**config.mk**
```make
export PLATFORM = sky130hd
export DESIGN_NAME = timebase_loader
export DESIGN_NICKNAME = d
export VERILOG_FILES = /design/src/rtl/tbload_pkg.sv /design/src/rtl/tbload_idle_limit.sv /design/src/rtl/tbload_counter.sv /design/src/rtl/timebase_loader.sv
export SDC_FILE = /design/constraint.sdc
export NUM_CORES = 1
export LEC_CHECK = 0
export BUFFER_PORTS_ARGS = -buffer_cell sky130_fd_sc_hd__buf_4
export CELL_PAD_IN_SITES_DETAIL_PLACEMENT = 0
export CELL_PAD_IN_SITES_GLOBAL_PLACEMENT = 1
export CORE_ASPECT_RATIO = 0.8
export CORE_UTILIZATION = 36
export CTS_BUF_LIST = sky130_fd_sc_hd__clkbuf_4 sky130_fd_sc_hd__clkbuf_8 sky130_fd_sc_hd__clkbuf_16
export CTS_CLUSTER_SIZE = 25
export DETAILED_ROUTE_END_ITERATION = 6
export GPL_ROUTABILITY_DRIVEN = 0
export PLACE_DENSITY_LB_ADDON = 0.15
export SETUP_SLACK_MARGIN = 0.2
export SLEW_MARGIN = 40
export SYNTH_ARGS = -nofsm -noshare
export SYNTH_HDL_FRONTEND = slang
export SYNTH_SLANG_ARGS = --single-unit
```
**constraint.sdc**
```tcl
create_clock -name clk -period 2.8 [get_ports clk]
set_input_delay 0.28 -clock clk [delete_from_list [all_inputs] [get_ports clk]]
set_output_delay 0.28 -clock clk [all_outputs]
set_load 0.05 [all_outputs]
```
**src/rtl/tbload_pkg.sv**
```systemverilog
// Shared constants and the state type for the timebase load controller.
// Assumes bit numbers count from the least significant bit of a 64-bit word.
package tbload_pkg;
    localparam int REG_W       = 64;
    localparam int CFG_W       = 16;
    localparam int GAP_W       = 8;
    localparam int LOAD_BIT    = 16;
    localparam int MOVE_BIT    = 18;
    localparam int LIM_LO      = 32;
    localparam int LIM_W       = 16;
    localparam int STEPERR_BIT = 51;
    localparam int TMO_BIT     = 54;
    localparam int STATE_LO    = 60;
    localparam int STATE_W     = 4;

    typedef enum logic [STATE_W-1:0] {
        ST_RESET     = 4'd0,
        ST_NOT_SET   = 4'd2,
        ST_SYNC_WAIT = 4'd6,
        ST_GET_TOD   = 4'd7,
        ST_RUNNING   = 4'd8
    } tb_state_e;
endpackage

```
**src/rtl/tbload_idle_limit.sv**
```systemverilog
// Idle-window limiter: counts the cycles for which it is armed and no event
// has arrived, and raises over_o on the cycle the count reaches limit_i.
// Assumes the caller leaves the armed condition, or re-arms it, after over_o.
module tbload_idle_limit #(
    parameter int CNT_W = 16
) (
    input  logic             clk,
    input  logic             rst_n,
    input  logic             armed_i,
    input  logic             event_i,
    input  logic [CNT_W-1:0] limit_i,
    output logic             over_o
);
    logic [CNT_W-1:0] cnt_q;

    // Window expires when no event arrives and the count has reached the limit.
    always_comb over_o = armed_i && !event_i && (cnt_q >= limit_i);

    // Count idle armed cycles; restart on disarm, on an event, or on expiry.
    always_ff @(posedge clk) begin
        if (!rst_n || !armed_i || event_i || over_o) cnt_q <= '0;
        else                                         cnt_q <= cnt_q + 1'b1;
    end

    // count stays within the window while the limit is left unchanged
    assert_window_bounded_R6: assert property (@(posedge clk) disable iff (!rst_n)
        (armed_i && !event_i && !over_o && $stable(limit_i)) |=> (cnt_q <= limit_i));
endmodule

```
**src/rtl/tbload_counter.sv**
```systemverilog
// Timebase register: loads a new value or steps by one.
// Assumes load_i and inc_i are never asserted in the same cycle.
module tbload_counter #(
    parameter int TB_W = 64
) (
    input  logic            clk,
    input  logic            rst_n,
    input  logic            load_i,
    input  logic [TB_W-1:0] load_val_i,
    input  logic            inc_i,
    output logic [TB_W-1:0] tb_o
);
    // Hold, load or step the timebase.
    always_ff @(posedge clk) begin
        if (!rst_n)      tb_o <= '0;
        else if (load_i) tb_o <= load_val_i;
        else if (inc_i)  tb_o <= tb_o + 1'b1;
    end

    // load and step requests never overlap
    assert_no_load_step_overlap_R5: assert property (@(posedge clk) disable iff (!rst_n)
        load_i |-> !inc_i);
endmodule

```
**src/rtl/timebase_loader.sv**
```systemverilog
// Per-thread timebase load controller. It holds the mode/status word,
// sequences RESET -> NOT_SET -> SYNC_WAIT -> GET_TOD -> RUNNING, bounds
// each wait, and watches the spacing of step pulses once running.
// Assumes sync_pulse, tod_strobe and step_pulse are synchronous to clk.
module timebase_loader
    import tbload_pkg::*;
#(
    parameter int TB_W = 64
) (
    input  logic             clk,
    input  logic             rst_n,
    input  logic             mode_wr,
    input  logic [REG_W-1:0] mode_wdata,
    output logic [REG_W-1:0] mode_rdata,
    input  logic             sync_pulse,
    input  logic             tod_strobe,
    input  logic [TB_W-1:0]  tod_value,
    input  logic             step_pulse,
    input  logic             step_err,
    output logic [TB_W-1:0]  tb_value
);
    tb_state_e        state_q, state_d;
    logic [CFG_W-1:0] cfg_q;
    logic [LIM_W-1:0] lim_q;
    logic             load_q, move_q, steperr_q, tmo_q;
    logic             waiting, wait_event, wait_over;
    logic             running, gap_over, load_tod;
    logic             load_req, move_req;
    logic             unused_wbits;

    assign unused_wbits = ^{mode_wdata[63:55], mode_wdata[53:52], mode_wdata[50:48],
                            mode_wdata[31:19], mode_wdata[17]};

    // Decode the qualifying conditions of the current state.
    always_comb begin
        waiting    = (state_q == ST_SYNC_WAIT) || (state_q == ST_GET_TOD);
        running    = (state_q == ST_RUNNING);
        load_tod   = (state_q == ST_GET_TOD) && tod_strobe;
        wait_event = ((state_q == ST_SYNC_WAIT) && sync_pulse) || load_tod;
        load_req   = mode_wr && mode_wdata[LOAD_BIT] && (state_q == ST_RESET) && !load_q;
        move_req   = mode_wr && mode_wdata[MOVE_BIT] && (state_q == ST_NOT_SET);
    end

    tbload_idle_limit #(.CNT_W(LIM_W)) u_wait_win (
        .clk(clk), .rst_n(rst_n), .armed_i(waiting), .event_i(wait_event),
        .limit_i(lim_q), .over_o(wait_over)
    );

    tbload_idle_limit #(.CNT_W(GAP_W)) u_step_gap (
        .clk(clk), .rst_n(rst_n), .armed_i(running), .event_i(step_pulse),
        .limit_i(cfg_q[GAP_W-1:0]), .over_o(gap_over)
    );

    tbload_counter #(.TB_W(TB_W)) u_tb (
        .clk(clk), .rst_n(rst_n), .load_i(load_tod), .load_val_i(tod_value),
        .inc_i(running && step_pulse), .tb_o(tb_value)
    );

    // Next-state selection for the load sequence.
    always_comb begin
        state_d = state_q;
        unique case (state_q)
            ST_RESET:     if (load_q) state_d = ST_NOT_SET;
            ST_NOT_SET:   if (move_req) state_d = ST_SYNC_WAIT;
            ST_SYNC_WAIT: if (sync_pulse) state_d = ST_GET_TOD;
                          else if (wait_over) state_d = ST_NOT_SET;
            ST_GET_TOD:   if (tod_strobe) state_d = ST_RUNNING;
                          else if (wait_over) state_d = ST_NOT_SET;
            ST_RUNNING:   state_d = ST_RUNNING;
            default:      state_d = ST_RESET;
        endcase
    end

    // State register.
    always_ff @(posedge clk) begin
        if (!rst_n) state_q <= ST_RESET;
        else        state_q <= state_d;
    end

    // Configuration fields, rewritten on every write.
    always_ff @(posedge clk) begin
        if (!rst_n) begin
            cfg_q <= '0;
            lim_q <= '0;
        end else if (mode_wr) begin
            cfg_q <= mode_wdata[CFG_W-1:0];
            lim_q <= mode_wdata[LIM_LO +: LIM_W];
        end
    end

    // Load request: set by software, dropped by hardware one cycle later.
    always_ff @(posedge clk) begin
        if (!rst_n) load_q <= 1'b0;
        else        load_q <= load_req;
    end

    // Move request: set by software, dropped on RUNNING entry or on timeout.
    always_ff @(posedge clk) begin
        if (!rst_n)                      move_q <= 1'b0;
        else if (move_req)               move_q <= 1'b1;
        else if (load_tod || wait_over)  move_q <= 1'b0;
    end

    // Sticky error flags; a set event wins over a write-one-to-clear.
    always_ff @(posedge clk) begin
        if (!rst_n) begin
            steperr_q <= 1'b0;
            tmo_q     <= 1'b0;
        end else begin
            if (step_err || gap_over)                    steperr_q <= 1'b1;
            else if (mode_wr && mode_wdata[STEPERR_BIT]) steperr_q <= 1'b0;
            if (wait_over)                               tmo_q <= 1'b1;
            else if (mode_wr && mode_wdata[TMO_BIT])     tmo_q <= 1'b0;
        end
    end

    // Assemble the readable word.
    always_comb begin
        mode_rdata                          = '0;
        mode_rdata[CFG_W-1:0]               = cfg_q;
        mode_rdata[LOAD_BIT]                = load_q;
        mode_rdata[MOVE_BIT]                = move_q;
        mode_rdata[LIM_LO +: LIM_W]         = lim_q;
        mode_rdata[STEPERR_BIT]             = steperr_q;
        mode_rdata[TMO_BIT]                 = tmo_q;
        mode_rdata[STATE_LO +: STATE_W]     = state_q;
    end

    // only the five defined encodings appear
    assert_state_legal_R2: assert property (@(posedge clk) disable iff (!rst_n)
        state_q inside {ST_RESET, ST_NOT_SET, ST_SYNC_WAIT, ST_GET_TOD, ST_RUNNING});
    // load request lives only in RESET and resolves to NOT_SET next cycle
    assert_load_resolves_R3: assert property (@(posedge clk) disable iff (!rst_n)
        load_q |-> (state_q == ST_RESET) ##1 (!load_q && state_q == ST_NOT_SET));
    // move request is held throughout both waiting states
    assert_move_held_R4: assert property (@(posedge clk) disable iff (!rst_n)
        waiting |-> move_q);
    // RUNNING is entered only from GET_TOD on a strobe, with the request dropped
    assert_run_entry_R5: assert property (@(posedge clk) disable iff (!rst_n)
        (running && $past(state_q) != ST_RUNNING) |->
            ($past(state_q) == ST_GET_TOD && $past(tod_strobe) && !move_q));
    // timebase only changes by a transfer or a step while running
    assert_tb_hold_R5: assert property (@(posedge clk) disable iff (!rst_n)
        (!load_tod && !(running && step_pulse)) |=> $stable(tb_value));
    // a timeout lands in NOT_SET with the request cleared
    assert_timeout_exit_R6: assert property (@(posedge clk) disable iff (!rst_n)
        $rose(tmo_q) |-> (state_q == ST_NOT_SET && !move_q));
    // a step in RUNNING advances the timebase by one
    assert_tb_step_R7: assert property (@(posedge clk) disable iff (!rst_n)
        (running && step_pulse) |=> (tb_value == $past(tb_value) + 1'b1));
    // step error input always leaves the flag set
    assert_steperr_sticky_R9: assert property (@(posedge clk) disable iff (!rst_n)
        step_err |=> steperr_q);
endmodule

```
# --- Word-level counts from Yosys, hierarchy flattened ---
# Cells that the tools add are included.
classes:
  add_sub_neg: 3
  n_mux: 14
  n_lt_le_gt_ge: 2
  reduce_logical: 36
  n_eq_ne: 6
ops:
  columns: ["cell", "n"]
  rows:
  - ["$mux W64", 2]
  - ["$add A64 B1 Y64 const B", 1]
  - ["$mux W4", 5]
  - ["$pmux W4 S5", 1]
  - ["$add A16 B1 Y16 const B", 1]
  - ["$ge A16 B16 Y1", 1]
  - ["$logic_and A1 B1 Y1", 14]
  - ["$logic_or A1 B1 Y1", 10]
  - ["$add A8 B1 Y8 const B", 1]
  - ["$eq A4 B3 Y1 const B", 2]
  - ["$ge A8 B8 Y1", 1]
  - ["$reduce_bool A2 Y1", 4]
  - ["$logic_not A1 Y1", 6]
  - ["$mux W1", 6]
  - ["$eq A4 B2 Y1 const B", 1]
  - ["$eq A4 B4 Y1 const B", 1]
  - ["$logic_not A4 Y1", 1]
  - ["$ne A2 B2 Y1 const B", 2]
  - ["$reduce_and A2 Y1", 1]
word_totals:
  register_bits: 128
  input_bits: 135

# --- Depth between registers and ports, before layout ---
# Gate-level depths: netlist of the first run.
logic_depth:
  ltp_word: 9
  ltp_mapped: 10
  ltp_nobuf: 8

# --- Modules after synthesis ---
# Synthesis of the first run repeated with hierarchy kept, for this count alone.
unflattened:
  hier_cells: 830
  area_unflattened_um2: 7163.1
by_module_without_submodules:
  columns: ["module", "area_per_inst_um2", "n_inst", "cells_each", "seq_area_each_um2"]
  rows:
  - ["tbload_counter", 3682.3, 1, 463, 1281.2]
  - ["timebase_loader", 1835.5, 1, 178, 800.8]
  - ["tbload_idle_limit (u_wait_win)", 1123.6, 1, 128, 320.3]
  - ["tbload_idle_limit (u_step_gap)", 521.8, 1, 61, 160.2]

# --- Worst setup path after synthesis of the first run ---
# Ideal clock, no wire load.
synth_path:
  kind: "flip-flop to flip-flop"
  startpoint: "register u_tb.tb_o[4]"
  endpoint: "register u_tb.tb_o[37]"
  path_buffers: 0
  synth_period_minus_slack_ns: 2.392
  required_time_ns: 2.729
  path_slack_ns: 0.408
  setup_time_ns: 0.071
  t_arrival_ns: 2.321
  path_stages_with_launch: 7
  path_cell_list: "dfxtp_1 nand3_1 nor4_1 nand4_4 nor2_1 mux2_2 a21oi_1"
synth_via:
  elab_chain_len: 3
synth_lines:
  columns: ["item", "line", "source"]
  rows:
  - ["start, declared", "tbload_counter.sv:11", "output logic [TB_W-1:0] tb_o"]
  - ["start signal, assigned", "tbload_counter.sv:16", "else if (load_i) tb_o <= load_val_i;"]
  - ["start signal, assigned", "tbload_counter.sv:17", "else if (inc_i) tb_o <= tb_o + 1'b1;"]
  - ["$add A64 B1 Y64", "tbload_counter.sv:17", null]
  - ["$mux W64", "tbload_counter.sv:17", null]
  - ["$mux W64", "tbload_counter.sv:16", null]
# Every way passes these cells. The select of a mux whose other input is x is not followed.
# A chain may end at the register's enable or synchronous reset.

# --- Worst setup path in the final report of the first run ---
layout_path:
  startpoint: "register u_tb.tb_o[8]"
  endpoint: "register u_tb.tb_o[37]"
# Same word-level chain as after synthesis.

==> impl_metrics.sql, run 1 <==
INSERT INTO impl_metrics (metric_group, metric, value, unit) VALUES
('drt', 'routedLengthMet1', '9.67', 'mm'),
('drt', 'first_iter_violations', '346', ''),
('worst_setup_path', 'crit_required', '3150', 'ps'),
('clock_tree', 'clock-sinks', '128', ''),
('run', 'maxCapViolCount', '0', ''),
('synthesis', 'netlist.area_leader.share', '0.365', ''),
('sta', 'final-hold-violation-count', '0', ''),
('drt', 'met2RoutedLength', '9.02', 'mm'),
('clock_tree', 'h_tree_depth', '4', ''),
('synthesis', 'synthesis.area_per_instance', '8.52', 'um^2'),
('worst_setup_path', 'crit_type', 'reg2reg', ''),
('hold_path', 'hold_start', 'tod_value[31]', ''),
('sta', 'finalClockSkew', '7.38', 'ps'),
('worst_setup_path', 'worst_r2r_src', 'u_tb.tb_o[8]', ''),
('sta', 'final_max_slew_viol_count', '0', ''),
('synthesis', 'post_synth_instance_area', '0.00702', 'mm^2'),
('run_status', 'status', 'complete, no violations', ''),
('synthesis', 'async_flop_share', '0', ''),
('sta', 'tightestPinTransition', '624', 'ps'),
('placed_design', 'io_buffer_count', '210', ''),
('synthesis', 'synth_sequential_area_ratio', '0.365', ''),
('drt', 'vias', '6416', ''),
('global_route', 'number_of_antenna_violations_at_the_first_check_in_global_routing', '0', ''),
('global_route', 'global_route_wire_length_before_repair', '31.3', 'mm'),
('worst_setup_path', 'cp_data_arrival_time', '2710', 'ps'),
('power_and_ir_drop', 'power.static_leakage', '3.98', 'nW'),
('synthesis', 'synth-edff-count', '0', ''),
('floorplan', 'floorplan.io_pins', '263', ''),
('layout', 'sequential_cell_area', '0.00256', 'mm^2'),
('synthesis', 'synth.largest_area_cell', 'dfxtp_1', ''),
('clock_tree', 'tritoncts.num_buffers', '17', ''),
('drt', 'top_layer_used', 'met4', ''),
('synthesis', 'synth.lib_cells_used.distinct', '64', ''),
('floorplan', 'floorplan.die_area', '0.0201', 'mm^2'),
('worst_setup_path', 'setup.reg_to_reg.worst_slack', '440', 'ps'),
('layout', 'layout.cells.most_common_list', 'buf_4 (222), dfxtp_1 (128), nor2_1 (83), nand2_1 (64), nand3_1 (48)', ''),
('worst_setup_path', 'critPathBufInv', '0', ''),
('synthesis', 'netlist_top_cells_area', 'dfxtp_1 (36%), mux2i_1 (5.0%), ha_1 (4.8%), nor2_1 (4.4%), xor2_1 (3.9%)', ''),
('synthesis', 'synth-main-ff-cell', 'dfxtp_1', ''),
('worst_setup_path', 'cp_slowest_stage_delay', '520', 'ps'),
('layout', 'layout.nets', '1186', ''),
('placed_design', 'dp.final_hpwl', '14.6', 'mm'),
('sta', 'achievable-frequency', '424', 'MHz'),
('layout', 'num-fill-cells', '1923', ''),
('drt', 'antenna_violating_nets_post_route', '0', ''),
('floorplan', 'floorplan.initialDensity', '0.369', ''),
('sta', 'min_period', '2360', 'ps'),
('clock_tree', 'max_buffers_root_to_sink', '2', ''),
('hold_path', 'worst_hold_path_type', 'in2reg', ''),
('drt', 'average_via_count_per_standard_cell', '4.95', ''),
('global_route', 'global_route.usage.total', '0.200', ''),
('drt', 'drc', '0', ''),
('layout', 'multi_input_comb_area', '0.00403', 'mm^2'),
('synthesis', 'synth_cells', '824', ''),
('power_and_ir_drop', 'max-vdd-ir-drop', '0.313', 'mV'),
('sta', 'unrepaired_setup_endpoints_after_global_routing', 'false', ''),
('layout', 'synthToLayoutAreaGrowth', '33.5', '%'),
('sta', 'portion_of_the_clock_cycle_consumed_by_the_worst_path_in_the_final_layout', '0.842', ''),
('layout', 'layout.core_utilization', '0.492', ''),
('clock_tree', 'insertion_delay', '420', 'ps'),
('global_route', 'grt_overflow_total', '0', ''),
('global_route', 'first_global_vias', '5959', ''),
('sta', 'finalSetupViolCount', '0', ''),
('clock_tree', 'cts_root_buf', 'clkbuf_16', ''),
('drt', 'drt_wl_total', '20.0', 'mm'),
('hold_path', 'hold_depth', '3', ''),
('floorplan', 'fp.coreArea', '0.0190', 'mm^2'),
('drt', 'number_of_iterations_in_the_first_detailed_routing_pass', '6', ''),
('worst_setup_path', 'critical_path.cell_chain', 'nand3_1 -> nor4_1 -> nand4_4 -> nor2_1 -> mux2_2 -> a21oi_1', ''),
('clock_tree', 'cts_resized', '0', ''),
('floorplan', 'die_height', '127', 'um');
## tightest hold or removal path: stages
cell	delay [ps]
buf_4	70
nand3_1	40
o21ai_0	60
## power breakdown
| group | switching (mW) | internal [mW] | leakage (nW) |
|---|---|---|---|
| logic | 0.313 | 0.193 | 2.66 |
| clock network | 0.877 | 1.45 | 0.288 |
| registers | 0.0251 | 1.85 | 1.04 |
| total | 1.22 | 3.49 | 3.98 |
## sequential cells by signal, indices dropped and copies added, names as in the netlist
| signal | count |
|---|---|
| move_q | 1 |
| load_q | 1 |
| u_tb.tb_o | 64 |
| cfg_q | 16 |
| u_wait_win.cnt_q | 16 |
| state_q | 4 |
| lim_q | 16 |
| u_step_gap.cnt_q | 8 |
| steperr_q | 1 |
| tmo_q | 1 |
## metrics by stage
step | area, um^2 | setup WS [ps] | power [mW] | hold slack, ps | cells
final | 9370 | 442 | 4.71 | 79.6 | 1295
after global routing | 9370 | 246 | 4.88 | 83.9 | 1295
after detailed placement | 8760 | 431 | 2.43 | 470 | 1263
after floorplan | 7110 | 408 | 2.25 | 409 | 847
after global placement | 8760 | 432 | 2.43 | 468 | 1263
after CTS | 9370 | 417 | 4.76 | 62.8 | 1295
## synth_stat cells, drive strengths merged, types with 30 or more instances
cell / count
a21oi: 38
mux2i: 35
nand2: 65
dfxtp: 128
buf: 38
and3: 30
inv: 35
o21ai: 33
nand3: 48
xor2: 31
nor2: 94
## per-layer routing
metal / vias to the layer above / global-route usage
met1: 2961 / 0.276
met5: - / 0
met4: 0 / 0.0577
met2: 160 / 0.310
li1: 3282 / -
met3: 13 / 0.0465
## kinds of logic after synthesis
kind of cell / synth area share
and+or+nand+nor: 0.269
AOI/OAI and AO/OA: 0.122
DFF: 0.365
buffers and inverters: 0.0736
xor gates and xnor gates: 0.0674
muxes: 0.0547
adders and majority gates: 0.0481
other: 0.000534
## how the worst max path moves through the flow
| stage | from | to | slack [ps] | cells past startpoint |
|---|---|---|---|---|
| 2_1_floorplan | u_tb.tb_o[4] | u_tb.tb_o[37] | 410 | 6 |
| 3_3_place_gp | u_tb.tb_o[8] | u_tb.tb_o[37] | 430 | 6 |
| 3_5_place_dp | u_tb.tb_o[8] | u_tb.tb_o[37] | 430 | 6 |
| 4_1_cts | u_tb.tb_o[8] | u_tb.tb_o[37] | 420 | 6 |
| 5_1_grt | u_tb.tb_o[8] | u_tb.tb_o[37] | 250 | 6 |
| 6_report | u_tb.tb_o[8] | u_tb.tb_o[37] | 440 | 6 |
## cell type report
type	count	share of cell area
clock buffer	19	0.0483
clock inverter	13	0.0171
inverter	36	0.0144
multi-input combinational	617	0.430
sequential	128	0.273
tap	258	0.0344
timing repair buffer	224	0.182
Power figures use the tool's default switching activity.
==> inputs of run 2 (changes only) <==
- ABC_AREA: not set -> 1
- CORE_UTILIZATION: 36 -> 32
- clock period: 2.8 -> 2 ns (I/O delays scaled with it)
==> impl_metrics.sql, run 2 <==
INSERT INTO impl_metrics (metric_group, metric, value, unit) VALUES
('synthesis', 'synth-edff-count', '0', ''),
('synthesis', 'synth_sequential_area_ratio', '0.301', ''),
('run', 'maxCapViolCount', '0', ''),
('hold_path', 'worst_hold_path_type', 'in2reg', ''),
('synthesis', 'synthMuxAreaShare', '0', ''),
('layout', 'layout_commonest_cell', 'nand2_1', ''),
('drt', 'drt_wl_total', '32.2', 'mm'),
('sta', 'timing.final.ws_setup', '278', 'ps'),
('synthesis', 'synth-main-ff-cell', 'dfxtp_1', ''),
('placed_design', 'io_buffer_count', '210', ''),
('worst_setup_path', 'cp_data_arrival_time', '2090', 'ps'),
('drt', 'antenna_violating_nets_post_route', '0', ''),
('run_status', 'status', 'complete, no violations', ''),
('synthesis', 'post_synth_instance_area', '0.00852', 'mm^2'),
('worst_setup_path', 'cell_occurring_most_often_along_the_worst_timing_path', 'a21oi_1', ''),
('global_route', 'number_of_antenna_violations_at_the_first_check_in_global_routing', '1', ''),
('power_and_ir_drop', 'power-per-cell-area', '545', 'mW/mm^2'),
('global_route', 'gr_met2_demand_resource', '0.364', ''),
('clock_tree', 'tritoncts', 'built', ''),
('global_route', 'grt_max_degree', '78', ''),
('global_route', 'global_route_wire_length_before_repair', '48.5', 'mm'),
('drt', 'first_iter_violations', '534', ''),
('placed_design', 'dp.final_hpwl', '23.9', 'mm'),
('worst_setup_path', 'cp_slowest_stage_delay', '340', 'ps'),
('worst_setup_path', 'crit_type', 'reg2reg', ''),
('drt', 'average_via_count_per_standard_cell', '4.76', ''),
('synthesis', 'number_of_warnings_printed_during_yosys_synthesis', '0', ''),
('worst_setup_path', 'critical_path.cell_chain', 'inv_1 -> ha_1 -> a21oi_1 -> o21ai_0 -> a21oi_1 -> nand2_1 -> nand2_2 -> nand3_4 -> clkbuf_16 -> nor2_1', ''),
('worst_setup_path', 'cp-end-kind', 'register', ''),
('floorplan', 'rows', '53', ''),
('synthesis', 'async_flop_share', '0', ''),
('sta', 'unrepaired_setup_endpoints_after_global_routing', 'true', ''),
('placed_design', 'area_post_placement', '0.0107', 'mm^2'),
('power_and_ir_drop', 'fin_total_pwr', '6.58', 'mW'),
('synthesis', 'yosys_register_bits', '128', ''),
('layout', 'final_antenna_diode_count', '0', ''),
('sta', 'finalClockSkew', '12.0', 'ps'),
('synthesis', 'yosys.area_share.xor_xnor', '0.0267', ''),
('floorplan', 'floorplan.die_area', '0.0273', 'mm^2'),
('layout', 'synthToLayoutAreaGrowth', '41.6', '%'),
('synthesis', 'synth.most_common_cell', 'nand2_1', ''),
('power_and_ir_drop', 'power.static_leakage', '5.26', 'nW'),
('drt', 'drc', '0', ''),
('synthesis', 'synth_simple_gate_area_frac', '0.352', ''),
('layout', 'largest_register_ff_count', '64', ''),
('layout', 'ratio_of_cells_with_drive_above_1_in_the_final_layout', '0.304', ''),
('global_route', 'global_route.usage.met1', '0.311', ''),
('worst_setup_path', 'worst_r2r_src', 'lim_q[13]', ''),
('synthesis', 'netlist.area_leader.share', '0.301', ''),
('sta', 'finalSetupViolCount', '0', ''),
('synthesis', 'main_combinational_cell_family_by_area_after_synthesis', 'simple AND/OR/NAND/NOR gates', ''),
('floorplan', 'fp.coreArea', '0.0262', 'mm^2'),
('synthesis', 'ys_top_cells_by_count', 'nand2_1 (357), nor2_1 (182), inv_1 (171)', ''),
('drt', 'number_of_iterations_in_the_first_detailed_routing_pass', '6', ''),
('floorplan', 'die_w', '184', 'um'),
('drt', 'vias', '9467', ''),
('sta', 'portion_of_the_clock_cycle_consumed_by_the_worst_path_in_the_final_layout', '0.861', ''),
('sta', 'achievable-frequency', '581', 'MHz'),
('synthesis', 'synth-adder-area-share', '0.0397', ''),
('clock_tree', 'max_buffers_root_to_sink', '2', ''),
('synthesis', 'synthesis.area_per_instance', '6.23', 'um^2'),
('worst_setup_path', 'timing.critical_path.from', 'lim_q[13]', ''),
('sta', 'final-hold-violation-count', '0', ''),
('layout', 'final_design_area_no_fill', '0.0121', 'mm^2'),
('clock_tree', 'clock-sinks', '128', ''),
('layout', 'layout.core_utilization', '0.461', ''),
('global_route', 'grt-busiest-layer', 'met2', ''),
('sta', 'min_period', '1720', 'ps'),
('drt', 'drt-wirelength-per-cell', '16.2', 'um'),
('worst_setup_path', 'critical_path_source_type', 'register', ''),
('worst_setup_path', 'slowest_stage', 'dfxtp_4', ''),
('floorplan', 'die_height', '148', 'um'),
('synthesis', 'synth_cells', '1368', ''),
('sta', 'tns', '0', 'ps'),
('floorplan', 'floorplan.initialDensity', '0.325', ''),
('layout', 'fin_cells', '1987', ''),
('power_and_ir_drop', 'max-vdd-ir-drop', '0.577', 'mV'),
('global_route', 'global_route.usage.total', '0.231', ''),
('synthesis', 'share_of_the_synthesized_area_in_compound_gates_ao_oa_aoi_oai', '0.152', ''),
('synthesis', 'netlist_top_cells_area', 'dfxtp_1 (30%), nand2_1 (16%), nor2_1 (8.0%), inv_1 (7.5%), a21oi_1 (5.8%)', ''),
('layout', 'largest_reg_by_ff_count', 'u_tb.tb_o', ''),
('clock_tree', 'h_tree_depth', '4', ''),
('hold_path', 'hold_start', 'step_err', ''),
('clock_tree', 'clk_slew_on_worst_s_h_paths', '60', 'ps'),
('clock_tree', 'tritoncts.num_buffers', '17', ''),
('placed_design', 'place_inst', '1936', ''),
('clock_tree', 'insertion_delay', '440', 'ps'),
('worst_setup_path', 'crit_required', '2370', 'ps'),
('clock_tree', 'cts_root_buf', 'clkbuf_16', ''),
('sta', 'fin_worst_hold_slack', '14.7', 'ps'),
('global_route', 'groute.layer.met3.usage', '0.0564', ''),
('worst_setup_path', 'cp_max_fo', '8', ''),
('layout', 'layout.nets', '1779', ''),
('global_route', 'grt_overflow_total', '0', ''),
('floorplan', 'floorplan.io_pins', '263', ''),
('synthesis', 'synth.lib_cells_used.distinct', '41', ''),
('placed_design', 'dp_worst_setup_slack', '180', 'ps'),
('synthesis', 'synth.largest_area_cell', 'dfxtp_1', ''),
('layout', 'layout.cells.most_common_list', 'nand2_1 (331), buf_4 (257), inv_1 (160), nor2_1 (156), a21oi_1 (92)', ''),
('sta', 'final_max_slew_viol_count', '0', ''),
('global_route', 'first_global_vias', '8950', '');
## run 2: changes by cell type after synthesis, moves of 13 or more
cell	previous run	this run
mux2i_1	35	0
and3_1	29	0
xor2_1	31	18
o21ai_0	32	77
inv_1	35	171
xnor2_1	23	8
a21oi_1	38	98
o21ai_1	1	19
nand3_1	48	72
nor2_2	2	15
nand2_1	65	357
o21bai_1	0	16
nor2_1	83	182
## run 2: area by class of cell
cell class	instances	area, um^2
clock inverter	15	155
tap	357	447
timing repair buffer	280	2300
clock buffer	17	425
sequential	128	2670
fill	2835	14100
multi-input combinational	1015	5400
inverter	175	668
## run 2: what timing repair did
item / CTS / global route
gates cloned: 0 / 5
pin swaps: 1 / 22
buffers inserted: 1 / 4
setup endpoints to repair: 15 / 80
hold endpoints to repair: 9 / 0
gates resized for setup: 7 / 140
hold buffers: 9 / 0
## run 2: worst max-delay path, delay by kind of cell (launching register included)
family	cells	cell delay, ps
AO/OA/AOI/OAI	3	390
buffers and inverters	2	240
AND/OR/NAND/NOR	4	390
adder cells (fa/ha/maj)	1	300
flip-flops	1	340
## run 2: final timing paths
path                                        endpoint  cells after the start  slack (ps)
worst min register to register   u_wait_win.cnt_q[0]                      1         430
worst max-delay path            u_wait_win.cnt_q[15]                     10         280
worst min-delay path                       steperr_q                      3          10
worst max register to register  u_wait_win.cnt_q[15]                     10         280
## run 2: metal layers
layer	wire length (um)	vias up	share of wire
met5	0	-	0
met4	573	0	0.018
met3	2160	34	0.067
met2	14400	268	0.45
li1	-	4839	-
met1	15000	4326	0.47
## run 2: power by group
part | internal [mW] | switching [mW]
Sequential | 2.60 | 0.0300
Combinational | 0.283 | 0.489
Clock | 1.85 | 1.33
## run 2: kinds of logic after synthesis
group,count (synthesis)
and+or+nand+nor,701
buffers and inverters,248
AOI/OAI and AO/OA,237
DFF,128
adders and majority gates,27
xor gates and xnor gates,26
other,1
==> inputs of run 3 (changes only) <==
--- a/config.mk
+++ b/config.mk
@@ -7,3 +7,2 @@
 export LEC_CHECK = 0
-export ABC_AREA = 1
 export BUFFER_PORTS_ARGS = -buffer_cell sky130_fd_sc_hd__buf_4
--- a/constraint.sdc
+++ b/constraint.sdc
@@ -3,2 +3,2 @@
 set_output_delay 0.2 -clock clk [all_outputs]
-set_load 0.05 [all_outputs]
+set_load 0.01 [all_outputs]
==> impl_metrics.sql, run 3 (synthesized netlist as in run 1, its figures left out) <==
INSERT INTO impl_metrics (metric_group, metric, value, unit) VALUES
('run_status', 'status', 'complete, no violations', ''),
('sta', 'achievable-frequency', '503', 'MHz'),
('sta', 'unrepaired_setup_endpoints_after_global_routing', 'true', ''),
('global_route', 'global_route.usage.total', '0.196', ''),
('floorplan', 'fp.coreArea', '0.0216', 'mm^2'),
('clock_tree', 'h_tree_depth', '4', ''),
('run', 'maxCapViolCount', '0', ''),
('global_route', 'grt_max_degree', '39', ''),
('drt', 'drt-wirelength-per-cell', '15.8', 'um'),
('drt', 'vias', '6951', ''),
('worst_setup_path', 'critical_path.cell_chain', 'nor4b_4 -> buf_4 -> and3_4 -> nand4_4 -> buf_12 -> or3_1 -> a311oi_2', ''),
('worst_setup_path', 'cell_family_contributing_the_most_delay_on_the_critical_path', 'simple AND/OR/NAND/NOR gates', ''),
('hold_path', 'worst_hold_path_type', 'in2reg', ''),
('sta', 'timing.max_slew.rel_slack', '0.668', ''),
('layout', 'num-fill-cells', '2103', ''),
('placed_design', 'io_buffer_count', '210', ''),
('layout', 'layout.cells.most_common_list', 'buf_4 (318), dfxtp_1 (96), nor2_1 (71), nand2_1 (61), nand3_1 (42)', ''),
('sta', 'tightestPinTransition', '494', 'ps'),
('floorplan', 'floorplan.initialDensity', '0.326', ''),
('sta', 'final_max_slew_viol_count', '0', ''),
('layout', 'ratio_of_cells_with_drive_above_1_in_the_final_layout', '0.450', ''),
('layout', 'layout_commonest_cell', 'buf_4', ''),
('global_route', 'grt_overflow_total', '0', ''),
('worst_setup_path', 'cp_slowest_stage_delay', '360', 'ps'),
('sta', 'portion_of_the_clock_cycle_consumed_by_the_worst_path_in_the_final_layout', '0.994', ''),
('layout', 'final_design_area_no_fill', '0.0111', 'mm^2'),
('layout', 'final_antenna_diode_count', '0', ''),
('clock_tree', 'cts_root_buf', 'clkbuf_16', ''),
('clock_tree', 'clock-sinks', '128', ''),
('layout', 'synthToLayoutAreaGrowth', '57.4', '%'),
('floorplan', 'die_w', '168', 'um'),
('layout', 'largest_reg_by_ff_count', 'u_tb.tb_o', ''),
('global_route', 'first_global_vias', '6536', ''),
('worst_setup_path', 'cp_max_fo', '17', ''),
('power_and_ir_drop', 'power-per-cell-area', '579', 'mW/mm^2'),
('floorplan', 'die_height', '134', 'um'),
('drt', 'first_iter_violations', '250', ''),
('placed_design', 'dp_worst_setup_slack', '-47.2', 'ps'),
('worst_setup_path', 'critPathBufInv', '2', ''),
('worst_setup_path', 'cp_data_arrival_time', '2310', 'ps'),
('clock_tree', 'tritoncts', 'built', ''),
('worst_setup_path', 'crit_required', '2330', 'ps'),
('drt', 'average_via_count_per_standard_cell', '4.88', ''),
('drt', 'antenna_violating_nets_post_route', '0', ''),
('clock_tree', 'clk_slew_on_worst_s_h_paths', '60', 'ps'),
('worst_setup_path', 'crit_type', 'reg2reg', ''),
('layout', 'sequential_cell_area', '0.00262', 'mm^2'),
('clock_tree', 'max_buffers_root_to_sink', '2', ''),
('global_route', 'global_route_wire_length_before_repair', '34.8', 'mm'),
('layout', 'layout.nets', '1299', ''),
('power_and_ir_drop', 'fin_total_pwr', '6.40', 'mW'),
('sta', 'final-hold-violation-count', '0', ''),
('drt', 'drt_wl_total', '22.5', 'mm'),
('layout', 'largest_register_ff_count', '64', ''),
('floorplan', 'floorplan.die_area', '0.0225', 'mm^2'),
('sta', 'min_period', '1990', 'ps'),
('sta', 'timing.final.ws_setup', '12.9', 'ps'),
('floorplan', 'rows', '48', ''),
('layout', 'multi_input_comb_area', '0.00469', 'mm^2'),
('sta', 'finalClockSkew', '10.9', 'ps'),
('worst_setup_path', 'cp-end-kind', 'register', ''),
('drt', 'drc', '0', ''),
('placed_design', 'dp.final_hpwl', '15.9', 'mm'),
('worst_setup_path', 'slowest_stage', 'dfxtp_4', ''),
('clock_tree', 'tritoncts.num_buffers', '17', ''),
('drt', 'number_of_iterations_in_the_first_detailed_routing_pass', '5', ''),
('power_and_ir_drop', 'power.static_leakage', '4.86', 'nW'),
('placed_design', 'area_post_placement', '0.00957', 'mm^2'),
('worst_setup_path', 'critical_path_source_type', 'register', ''),
('power_and_ir_drop', 'max-vdd-ir-drop', '0.493', 'mV'),
('floorplan', 'floorplan.io_pins', '263', ''),
('clock_tree', 'insertion_delay', '420', 'ps'),
('sta', 'finalSetupViolCount', '0', ''),
('global_route', 'number_of_antenna_violations_at_the_first_check_in_global_routing', '0', '');
## run 3: tightest hold or removal path, cell delays in order
cell	delay, ps
buf_4	80
mux2i_1	50
nor2_1	70
## run 3: final timing paths
check | from | endpoint | slack, ps | cells after the start
worst min register to register | state_q[3] | state_q[1] | 480 | 1
worst max-delay path | state_q[1] | u_tb.tb_o[29] | 10 | 7
worst max register to register | state_q[1] | u_tb.tb_o[29] | 10 | 7
worst min-delay path | mode_wdata[8] | cfg_q[8] | 20 | 3
## run 3: per-stage QoR
| stage | util | hold slack, ps | setup TNS (ps) | cells |
|---|---|---|---|---|
| 6_report | 0.513 | 17.7 | 0 | 1425 |
| 5_1_grt | 0.513 | 12.4 | -653 | 1425 |
| 4_1_cts | 0.495 | 1.24 | 0 | 1417 |
| 3_5_place_dp | 0.444 | 427 | -65.1 | 1359 |
| 3_3_place_gp | 0.444 | 425 | -57.3 | 1359 |
| 2_1_floorplan | - | 328 | 0 | 847 |
## run 3: metal layers
| metal | vias to the layer above | part of all wire | wire [um] | track usage |
|---|---|---|---|---|
| li1 | 3507 | - | - | - |
| met5 | - | 0 | 0 | 0 |
| met1 | 3263 | 0.49 | 11100 | 0.275 |
| met4 | 0 | 0.0075 | 169 | 0.0438 |
| met3 | 13 | 0.050 | 1130 | 0.0463 |
| met2 | 168 | 0.45 | 10100 | 0.304 |
## run 3: area by class of cell
cell class                 count  area share
sequential                   128       0.237
clock inverter                12      0.0120
timing repair buffer         337       0.241
multi-input combinational    617       0.424
inverter                      36      0.0122
clock buffer                  20      0.0427
tap                          275      0.0311
## run 3: what timing repair did
| action | in CTS | in global routing |
|---|---|---|
| endpoints found under the setup margin | 79 | 86 |
| hold buffers | 5 | 0 |
| pin swaps | 30 | 63 |
| endpoints found under the hold margin | 5 | 0 |
| setup buffers | 20 | 7 |
| resized for setup | 60 | 67 |
| gates cloned | 1 | 1 |
## run 3: where the power goes
| group | total [mW] | internal, mW | switching (mW) |
|---|---|---|---|
| logic | 0.605 | 0.333 | 0.272 |
| registers | 2.62 | 2.59 | 0.0309 |
| clock network | 3.18 | 1.96 | 1.22 |
| total | 6.40 | 4.89 | 1.52 |
